--- src/rtl/reloc_pkg.sv ---
package reloc_pkg;
  localparam int NREG  = 3;
  localparam int RSEL_W = 2;

  typedef enum logic [RSEL_W-1:0] {
    RGN_CODE  = 2'd0,
    RGN_DATA  = 2'd1,
    RGN_STACK = 2'd2
  } region_e;
endpackage

--- src/rtl/reloc_rst_sync.sv ---
module reloc_rst_sync #(
  parameter int STAGES = 2
) (
  input  logic clk,
  input  logic rst_n_in,
  output logic rst_n_out
);
  logic [STAGES-1:0] sync_q;
  logic [STAGES-1:0] sync_d;

  always_comb sync_d = {sync_q[STAGES-2:0], 1'b1};

  always_ff @(posedge clk or negedge rst_n_in) begin
    if (!rst_n_in) sync_q <= '0;
    else           sync_q <= sync_d;
  end

  assign rst_n_out = sync_q[STAGES-1];
endmodule

--- src/rtl/reloc_regfile.sv ---
module reloc_regfile
  import reloc_pkg::*;
#(
  parameter int LA_W = 16,
  parameter int PA_W = 20
) (
  input  logic              clk,
  input  logic              rst_n,
  input  logic              wr_en,
  input  logic [RSEL_W-1:0] wr_region,
  input  logic [PA_W-1:0]   wr_base,
  input  logic [LA_W-1:0]   wr_limit,
  input  logic [RSEL_W-1:0] rd_region,
  output logic              sel_ok,
  output logic [PA_W-1:0]   sel_base,
  output logic [LA_W-1:0]   sel_limit
);
  logic [NREG-1:0][PA_W-1:0] base_q;
  logic [NREG-1:0][LA_W-1:0] limit_q;

  for (genvar g = 0; g < NREG; g++) begin : g_pair
    logic ld_en;
    assign ld_en = wr_en && (int'(wr_region) == g);

    always_ff @(posedge clk or negedge rst_n) begin
      if (!rst_n) begin
        base_q[g]  <= '0;
        limit_q[g] <= '0;
      end else if (ld_en) begin
        base_q[g]  <= wr_base;
        limit_q[g] <= wr_limit;
      end
    end
  end

  always_comb begin
    sel_ok    = 1'b0;
    sel_base  = '0;
    sel_limit = '0;
    for (int i = 0; i < NREG; i++) begin
      if (int'(rd_region) == i) begin
        sel_ok    = 1'b1;
        sel_base  = base_q[i];
        sel_limit = limit_q[i];
      end
    end
  end


  bad_region_write_chk: assert property (@(posedge clk) disable iff (!rst_n)
    (wr_en && int'(wr_region) >= NREG) |=> ($stable(base_q) && $stable(limit_q)));


  pair_load_chk: assert property (@(posedge clk) disable iff (!rst_n)
    (wr_en && int'(wr_region) < NREG) |=> (limit_q[$past(wr_region)] == $past(wr_limit)));
endmodule

--- src/rtl/reloc_xlate.sv ---
module reloc_xlate #(
  parameter int LA_W = 16,
  parameter int PA_W = 20
) (
  input  logic            clk,
  input  logic            rst_n,
  input  logic            req,
  input  logic [LA_W-1:0] req_laddr,
  input  logic            sel_ok,
  input  logic [PA_W-1:0] sel_base,
  input  logic [LA_W-1:0] sel_limit,
  output logic            rsp_valid,
  output logic            rsp_trap,
  output logic [PA_W-1:0] rsp_paddr
);
  logic            in_bounds;
  logic            valid_d, trap_d;
  logic [PA_W-1:0] paddr_d;

  always_comb begin
    in_bounds = sel_ok && (req_laddr < sel_limit);
    valid_d   = req;
    trap_d    = req && !in_bounds;
    paddr_d   = (req && in_bounds) ? (sel_base + PA_W'(req_laddr)) : '0;
  end

  always_ff @(posedge clk or negedge rst_n) begin
    if (!rst_n) begin
      rsp_valid <= 1'b0;
      rsp_trap  <= 1'b0;
      rsp_paddr <= '0;
    end else begin
      rsp_valid <= valid_d;
      rsp_trap  <= trap_d;
      rsp_paddr <= paddr_d;
    end
  end


  valid_follows_req_chk: assert property (@(posedge clk) disable iff (!rst_n)
    req |=> rsp_valid);


  no_spurious_valid_chk: assert property (@(posedge clk) disable iff (!rst_n)
    !req |=> !rsp_valid);


  over_limit_trap_chk: assert property (@(posedge clk) disable iff (!rst_n)
    (req && req_laddr >= sel_limit) |=> rsp_trap);


  trap_zero_addr_chk: assert property (@(posedge clk) disable iff (!rst_n)
    rsp_trap |-> (rsp_paddr == '0));


  idle_quiet_chk: assert property (@(posedge clk) disable iff (!rst_n)
    !rsp_valid |-> (!rsp_trap && rsp_paddr == '0));
endmodule

--- src/rtl/reloc_unit.sv ---
module reloc_unit
  import reloc_pkg::*;
#(
  parameter int LA_W = 16,
  parameter int PA_W = 20
) (
  input  logic              clk,
  input  logic              rst_n,
  input  logic              wr_en,
  input  logic [RSEL_W-1:0] wr_region,
  input  logic [PA_W-1:0]   wr_base,
  input  logic [LA_W-1:0]   wr_limit,
  input  logic              req,
  input  logic [RSEL_W-1:0] req_region,
  input  logic [LA_W-1:0]   req_laddr,
  output logic              rsp_valid,
  output logic              rsp_trap,
  output logic [PA_W-1:0]   rsp_paddr
);
  logic            rst_n_s;
  logic            sel_ok;
  logic [PA_W-1:0] sel_base;
  logic [LA_W-1:0] sel_limit;

  reloc_rst_sync #(.STAGES(2)) u_rst (
    .clk       (clk),
    .rst_n_in  (rst_n),
    .rst_n_out (rst_n_s)
  );

  reloc_regfile #(.LA_W(LA_W), .PA_W(PA_W)) u_regs (
    .clk       (clk),
    .rst_n     (rst_n_s),
    .wr_en     (wr_en),
    .wr_region (wr_region),
    .wr_base   (wr_base),
    .wr_limit  (wr_limit),
    .rd_region (req_region),
    .sel_ok    (sel_ok),
    .sel_base  (sel_base),
    .sel_limit (sel_limit)
  );

  reloc_xlate #(.LA_W(LA_W), .PA_W(PA_W)) u_xlate (
    .clk       (clk),
    .rst_n     (rst_n_s),
    .req       (req),
    .req_laddr (req_laddr),
    .sel_ok    (sel_ok),
    .sel_base  (sel_base),
    .sel_limit (sel_limit),
    .rsp_valid (rsp_valid),
    .rsp_trap  (rsp_trap),
    .rsp_paddr (rsp_paddr)
  );


  reserved_region_trap_chk: assert property (@(posedge clk) disable iff (!rst_n_s)
    (req && int'(req_region) >= NREG) |=> rsp_trap);
endmodule

--- config.mk ---
export PLATFORM = sky130hd
export DESIGN_NAME = reloc_unit
export DESIGN_NICKNAME = d
export VERILOG_FILES = /design/src/rtl/reloc_pkg.sv /design/src/rtl/reloc_rst_sync.sv /design/src/rtl/reloc_regfile.sv /design/src/rtl/reloc_xlate.sv /design/src/rtl/reloc_unit.sv
export SDC_FILE = /design/constraint.sdc
export NUM_CORES = 1
export LEC_CHECK = 0
export CAP_MARGIN = 30
export CORE_AREA = 2 2 133 135
export DETAILED_ROUTE_END_ITERATION = 6
export DIE_AREA = 0 0 135 137
export GPL_ROUTABILITY_DRIVEN = 0
export MAX_ROUTING_LAYER = met4
export SYNTH_ARGS = -nofsm -noshare
export SYNTH_HDL_FRONTEND = slang
export SYNTH_SLANG_ARGS = --single-unit
export TNS_END_PERCENT = 1
--- constraint.sdc ---
create_clock -name clk -period 5.2 [get_ports clk]
set_clock_uncertainty 0.2 [all_clocks]
set_input_delay 1.04 -clock clk [delete_from_list [all_inputs] [get_ports clk]]
set_output_delay 1.04 -clock clk [all_outputs]
set_load 0.1 [all_outputs]
# After elaboration in Yosys (flattened, before gate mapping)
# Index checks and enable logic that the tools add are counted.
dict set report word_totals {
  word_cells 35
  ff_bits 132
  input_bits 60
}
dict set report op_classes {
  magnitude_cmp 1
  addsub 1
  reduce_logical 9
  mux 10
  eq_ne 4
}
# operator n
set op_table {}
lappend op_table {{2-to-1 mux 20 bit} 4}
lappend op_table {{2-to-1 mux 16 bit} 3}
lappend op_table {{adder 20 x 16 -> 20 bit} 1}
lappend op_table {{< comparator 16 bit} 1}
lappend op_table {{equality test 2 bit (second input constant)} 4}
lappend op_table {{logical AND 1 bit} 6}
lappend op_table {{zero test 2 bit} 2}
lappend op_table {{2-to-1 mux 1 bit} 3}
lappend op_table {{zero test 1 bit} 1}

# Logic depth before layout (Yosys ltp)
dict set report depth {
  ltp_word 8
  mapped_depth 14
}

# Hierarchy
# A second synthesis with hierarchy kept.
dict set report unflattened {
  cells_unflattened 534
  hier_area_um2 7074.3
}
# module n_inst area_per_inst_um2 seq_area_each_um2 cells_per_inst
set modules_own_cells {}
lappend modules_own_cells {reloc_regfile 1 5128.7 2702.6 317}
lappend modules_own_cells {reloc_xlate 1 1891.8 550.5 214}
lappend modules_own_cells {reloc_rst_sync 1 53.8 50.0 3}

# Worst setup path after synthesis
# OpenSTA, ideal clock, no wires.
dict set report synth_timing {
  path_kind {input to register}
  startpoint {in req_region[0]}
  endpoint {reg u_xlate.rsp_paddr[14]}
  arrival_time_ps 3675
  setup_time_ps 122
  path_stages 13
  path_slack_ps 1203
  path_cell_list {buf_6 > clkbuf_1 > mux2i_1 > o21ai_0 > ha_1 > inv_1 > fa_1 > nand3b_1 > a211o_1 > a31oi_1 > a41oi_1 > xor2_1 > nor2_4}
}
dict set report synth_between {
  elab_chain_len 8
}
# element line
set synth_lines {}
lappend synth_lines {{start, declared} reloc_unit.sv:14} ;# input logic [RSEL_W-1:0] req_region,
lappend synth_lines {{zero test 2 bit} reloc_regfile.sv:41} ;# if (int'(rd_region) == i) begin
lappend synth_lines {{2-to-1 mux 16 bit (3 in a row)} reloc_regfile.sv:41}
lappend synth_lines {{< comparator 16 bit} reloc_xlate.sv:21} ;# in_bounds = sel_ok && (req_laddr < sel_limit);
lappend synth_lines {{logical AND 1 bit} reloc_xlate.sv:21}
lappend synth_lines {{logical AND 1 bit} reloc_xlate.sv:24} ;# paddr_d = (req && in_bounds) ? (sel_base + PA_W'(req_laddr)) : '0;
lappend synth_lines {{2-to-1 mux 20 bit *} reloc_xlate.sv:24}
lappend synth_lines {{net u_xlate.paddr_d[14]} reloc_xlate.sv:18} ;# logic [PA_W-1:0] paddr_d;
lappend synth_lines {{end signal, assigned} reloc_xlate.sv:35} ;# rsp_paddr <= paddr_d;
lappend synth_lines {{end, declared} reloc_xlate.sv:14} ;# output logic [PA_W-1:0] rsp_paddr
# Mark *: on every way through the listed nets, which the timed path passes. The rest lies on a longest branch.
# A chain may end at the register's enable or synchronous reset.

# Final worst setup path
dict set report layout_timing {
  startpoint {in req_region[1]}
  endpoint {reg u_xlate.rsp_paddr[14]}
}
# The elaborated chain is that of the path after synthesis.

==> flow_metrics.tcl <==
set metrics [dict create \
    run_status "complete, no violations" \
    ys_warn_count 0 \
    leakagePower_nw 3.70 \
    period_needed_ns 4.16 \
    finalSetupViolations 0 \
    initial_core_util_pct 39.6 \
    reg2reg_slack_ns 2.23 \
    synth_area_leaders "dfrtp_1 (49%), mux2_2 (18%), ha_1 (6.1%)" \
    ctsHtreeMaxLevel 4 \
    synth_edf_count 0 \
    grt_pass1_vias 4881 \
    dp.cells 849 \
    dpl_cell_area_sq_um 7830 \
    drive_above_1_share_pct 25.2 \
    final_area_sq_um 8480 \
    io_buffers 81 \
    crit_chain "clkdlybuf4s50_1 > nor2b_2 > buf_4 > nand2_1 > o21ai_0 > ha_1 > inv_1 > fa_1 > nand3b_1 > a211o_1 > a31oi_1 > a41oi_1 > xor2_1 > nor2_4" \
    slowest_delay_ns 0.47 \
    grt_util_met2_pct 30.7 \
    p_per_area_nw_per_um2 412 \
    cpLargestDelayFamily "compound AO/OA/AOI/OAI gates" \
    cap_violations 0 \
    synth_area_leader_cell "dfrtp_1" \
    synth_flop_cell "dfrtp_1" \
    synth_cell_types 51 \
    dieHeight_um 137 \
    nFillCells 1559 \
    postCtsSetupRepairBufs 0 \
    die_width_um 135 \
    clk_pin_slew_ns 0.06 \
    core_area_sq_um 17100 \
    finalCritPeriodShare_pct 80.0 \
    antenna_found_initial 0 \
    vias 4608 \
    drt_pre_antenna_iters 5 \
    tns_ns 0 \
    ctsResizeCount 0 \
    grt_max_degree 68 \
    wl_per_cell_um 17.8 \
    syn_area_sq_um 6760 \
    drv_slew 0 \
    cts_sinks 132 \
    hold_violations 0 \
    crit_buf_inv 3 \
    overflow 0 \
    grt_pass1_wl_um 25400 \
    synth_cells 560 \
    vias_per_cell 5.23 \
    cp-end-kind "flip-flop" \
    synth_top_area_share_pct 48.9 \
    peakVddDrop_v 0.000239 \
    antennaDiodeCount 0 \
    worst_slew_pin_slew_ns 0.979 \
    grt_busiest_layer "met2" \
    ys_seq_elements 132 \
    final_net_count 738 \
    avgSynthCellArea_sq_um 12.1 \
    cp_slowest_cell "clkdlybuf4s50_1" \
    r2r-end "u_xlate.rsp_paddr[14]" \
    crit_required_ns 5.29 \
    tritoncts "done" \
    dp_hpwl_um 11000 \
    hp-class "reg2async" \
    syn_to_final_growth_pct 25.5 \
    insertion_delay_ns 0.42 \
    cp.arrival_ns 4.25 \
    instances_no_fill 881 \
    row_count 48 \
    holdWs_ns 0.0238 \
    grt_use_met1_pct 23.2 \
    path_class "in2reg" \
    yosysSeqAreaShare_pct 48.9 \
    slew_headroom_pct 34.6 \
    rsz0062_at_grt "false" \
    ff2ff_path_depth 11 \
    cts_root_buffer "clkbuf_16" \
    wirelength_um 15700 \
    reg2reg_from "u_regs.base_q[20]" \
    timing.fmax_ghz 0.240 \
    async_flop_share_pct 100 \
    cts_buffer_depth 2 \
    antenna_left 0 \
    drt_iter0_markers 260 \
    dieArea_sq_um 18500 \
    track_usage_pct 18.7 \
    cts_hold_buf 0 \
    synth_fp_nets 654 \
    ios 82 \
    grtUsageMet3_pct 4.41 \
    start_kind "primary input" \
    cp_max_fo 30 \
    power_mw 3.49 \
    numCtsBuffers 17 \
    drc 0 \
]
placed cells by master (no fill, tap or decap), types with 2 or more instances in the layout:
| cell | Yosys | layout |
|---|---|---|
| dfrtp_1 | 132 | 131 |
| mux2_2 | 109 | 109 |
| clkdlybuf4s50_1 | 0 | 80 |
| mux2i_1 | 35 | 35 |
| ha_1 | 33 | 33 |
| nand2_1 | 30 | 30 |
| a21oi_1 | 30 | 30 |
| nor2_1 | 29 | 29 |
| o21ai_0 | 28 | 28 |
| clkbuf_16 | 0 | 17 |
| a21o_1 | 12 | 12 |
| nor2_4 | 9 | 9 |
| xor2_1 | 8 | 8 |
| buf_4 | 0 | 8 |
| inv_1 | 7 | 7 |
| nor3_1 | 7 | 7 |
| nand3_1 | 7 | 7 |
| and3_1 | 6 | 6 |
| xnor2_1 | 5 | 5 |
| bufinv_16 | 0 | 5 |
| a211oi_1 | 3 | 3 |
| and2_1 | 3 | 3 |
| nand3b_1 | 3 | 3 |
| a31oi_1 | 3 | 3 |
| clkinv_2 | 0 | 3 |
| clkbuf_1 | 15 | 3 |
| a221oi_1 | 2 | 2 |
| o211ai_1 | 2 | 2 |
| a221o_1 | 2 | 2 |
| a22oi_1 | 2 | 2 |
| or3_1 | 2 | 2 |
| nor3b_1 | 3 | 2 |
| clkinvlp_4 | 0 | 2 |
layer usage:
metal / part of all wire [%] / routed length (um) / vias to the layer above
met1: 46 / 7250 / 2313
met5: 0 / 0 / -
met4: 1.1 / 169 / 0
met3: 3.7 / 575 / 14
li1: - / - / 2192
met2: 49 / 7660 / 89
per-stage QoR:
step	util, %	setup WS, ns
5_1_grt	49.7	0.760
4_1_cts	49.6	0.954
2_1_floorplan	-	1.05
3_3_place_gp	45.7	0.582
3_5_place_dp	45.9	0.525
6_report	49.7	1.04
logic make-up after synthesis:
logic type | synth area share (%)
muxes | 23.5
AOI/OAI and AO/OA | 8.98
and+or+nand+nor | 8.39
xor gates and xnor gates | 1.69
other | 0.0555
buffers and inverters | 2.07
DFF | 48.9
adders and majority gates | 6.41
synthesized netlist by cell type (all sizes together) (4+ instances only):
cell type,n
nor3,7
o21ai,28
and3,6
xnor2,5
xor2,8
mux2,110
mux2i,35
nand3,7
a21o,12
a21oi,30
inv,7
clkbuf,15
nor2,39
nand2,31
ha,33
dfrtp,132
a31oi,4
buf,11
registers in the layout (all words and copies together), names as in the netlist:
name,flops
u_regs.base_q,60
u_xlate.rsp_paddr,20
u_xlate.rsp_valid,1
u_regs.limit_q,48
u_rst.sync_q,2
u_xlate.rsp_trap,1
cell type report:
cell class,instances,area [sq um],share of cell area [%]
clock buffers,21,450,5.31
clock inverters,10,180,2.12
inverters,7,26.3,0.310
multi-input cells,395,3320,39.2
flip-flops and latches,132,3310,39.0
well taps,225,282,3.32
repair buffers,91,913,10.8
worst max path at each step:
stage	start	cells past startpoint	slack (ns)	end
finish	req_region[1]	14	1.04	u_xlate.rsp_paddr[14]
floorplan	u_rst.sync_q[1]	0	1.05	u_regs.base_q[0]
global placement	req_region[0]	14	0.58	u_xlate.rsp_paddr[14]
detailed placement	req_region[0]	14	0.53	u_xlate.rsp_paddr[14]
global route	req_region[1]	14	0.76	u_xlate.rsp_paddr[14]
CTS	req_region[0]	14	0.95	u_xlate.rsp_paddr[14]
power by group:
group | internal (mW) | leakage [nW] | total [mW] | switching (mW)
clock network | 0.857 | 0.303 | 1.28 | 0.419
logic | 0.386 | 1.80 | 0.912 | 0.526
registers | 1.21 | 1.60 | 1.30 | 0.0919
total | 2.45 | 3.70 | 3.49 | 1.04
(Power assumes the default switching activity.)
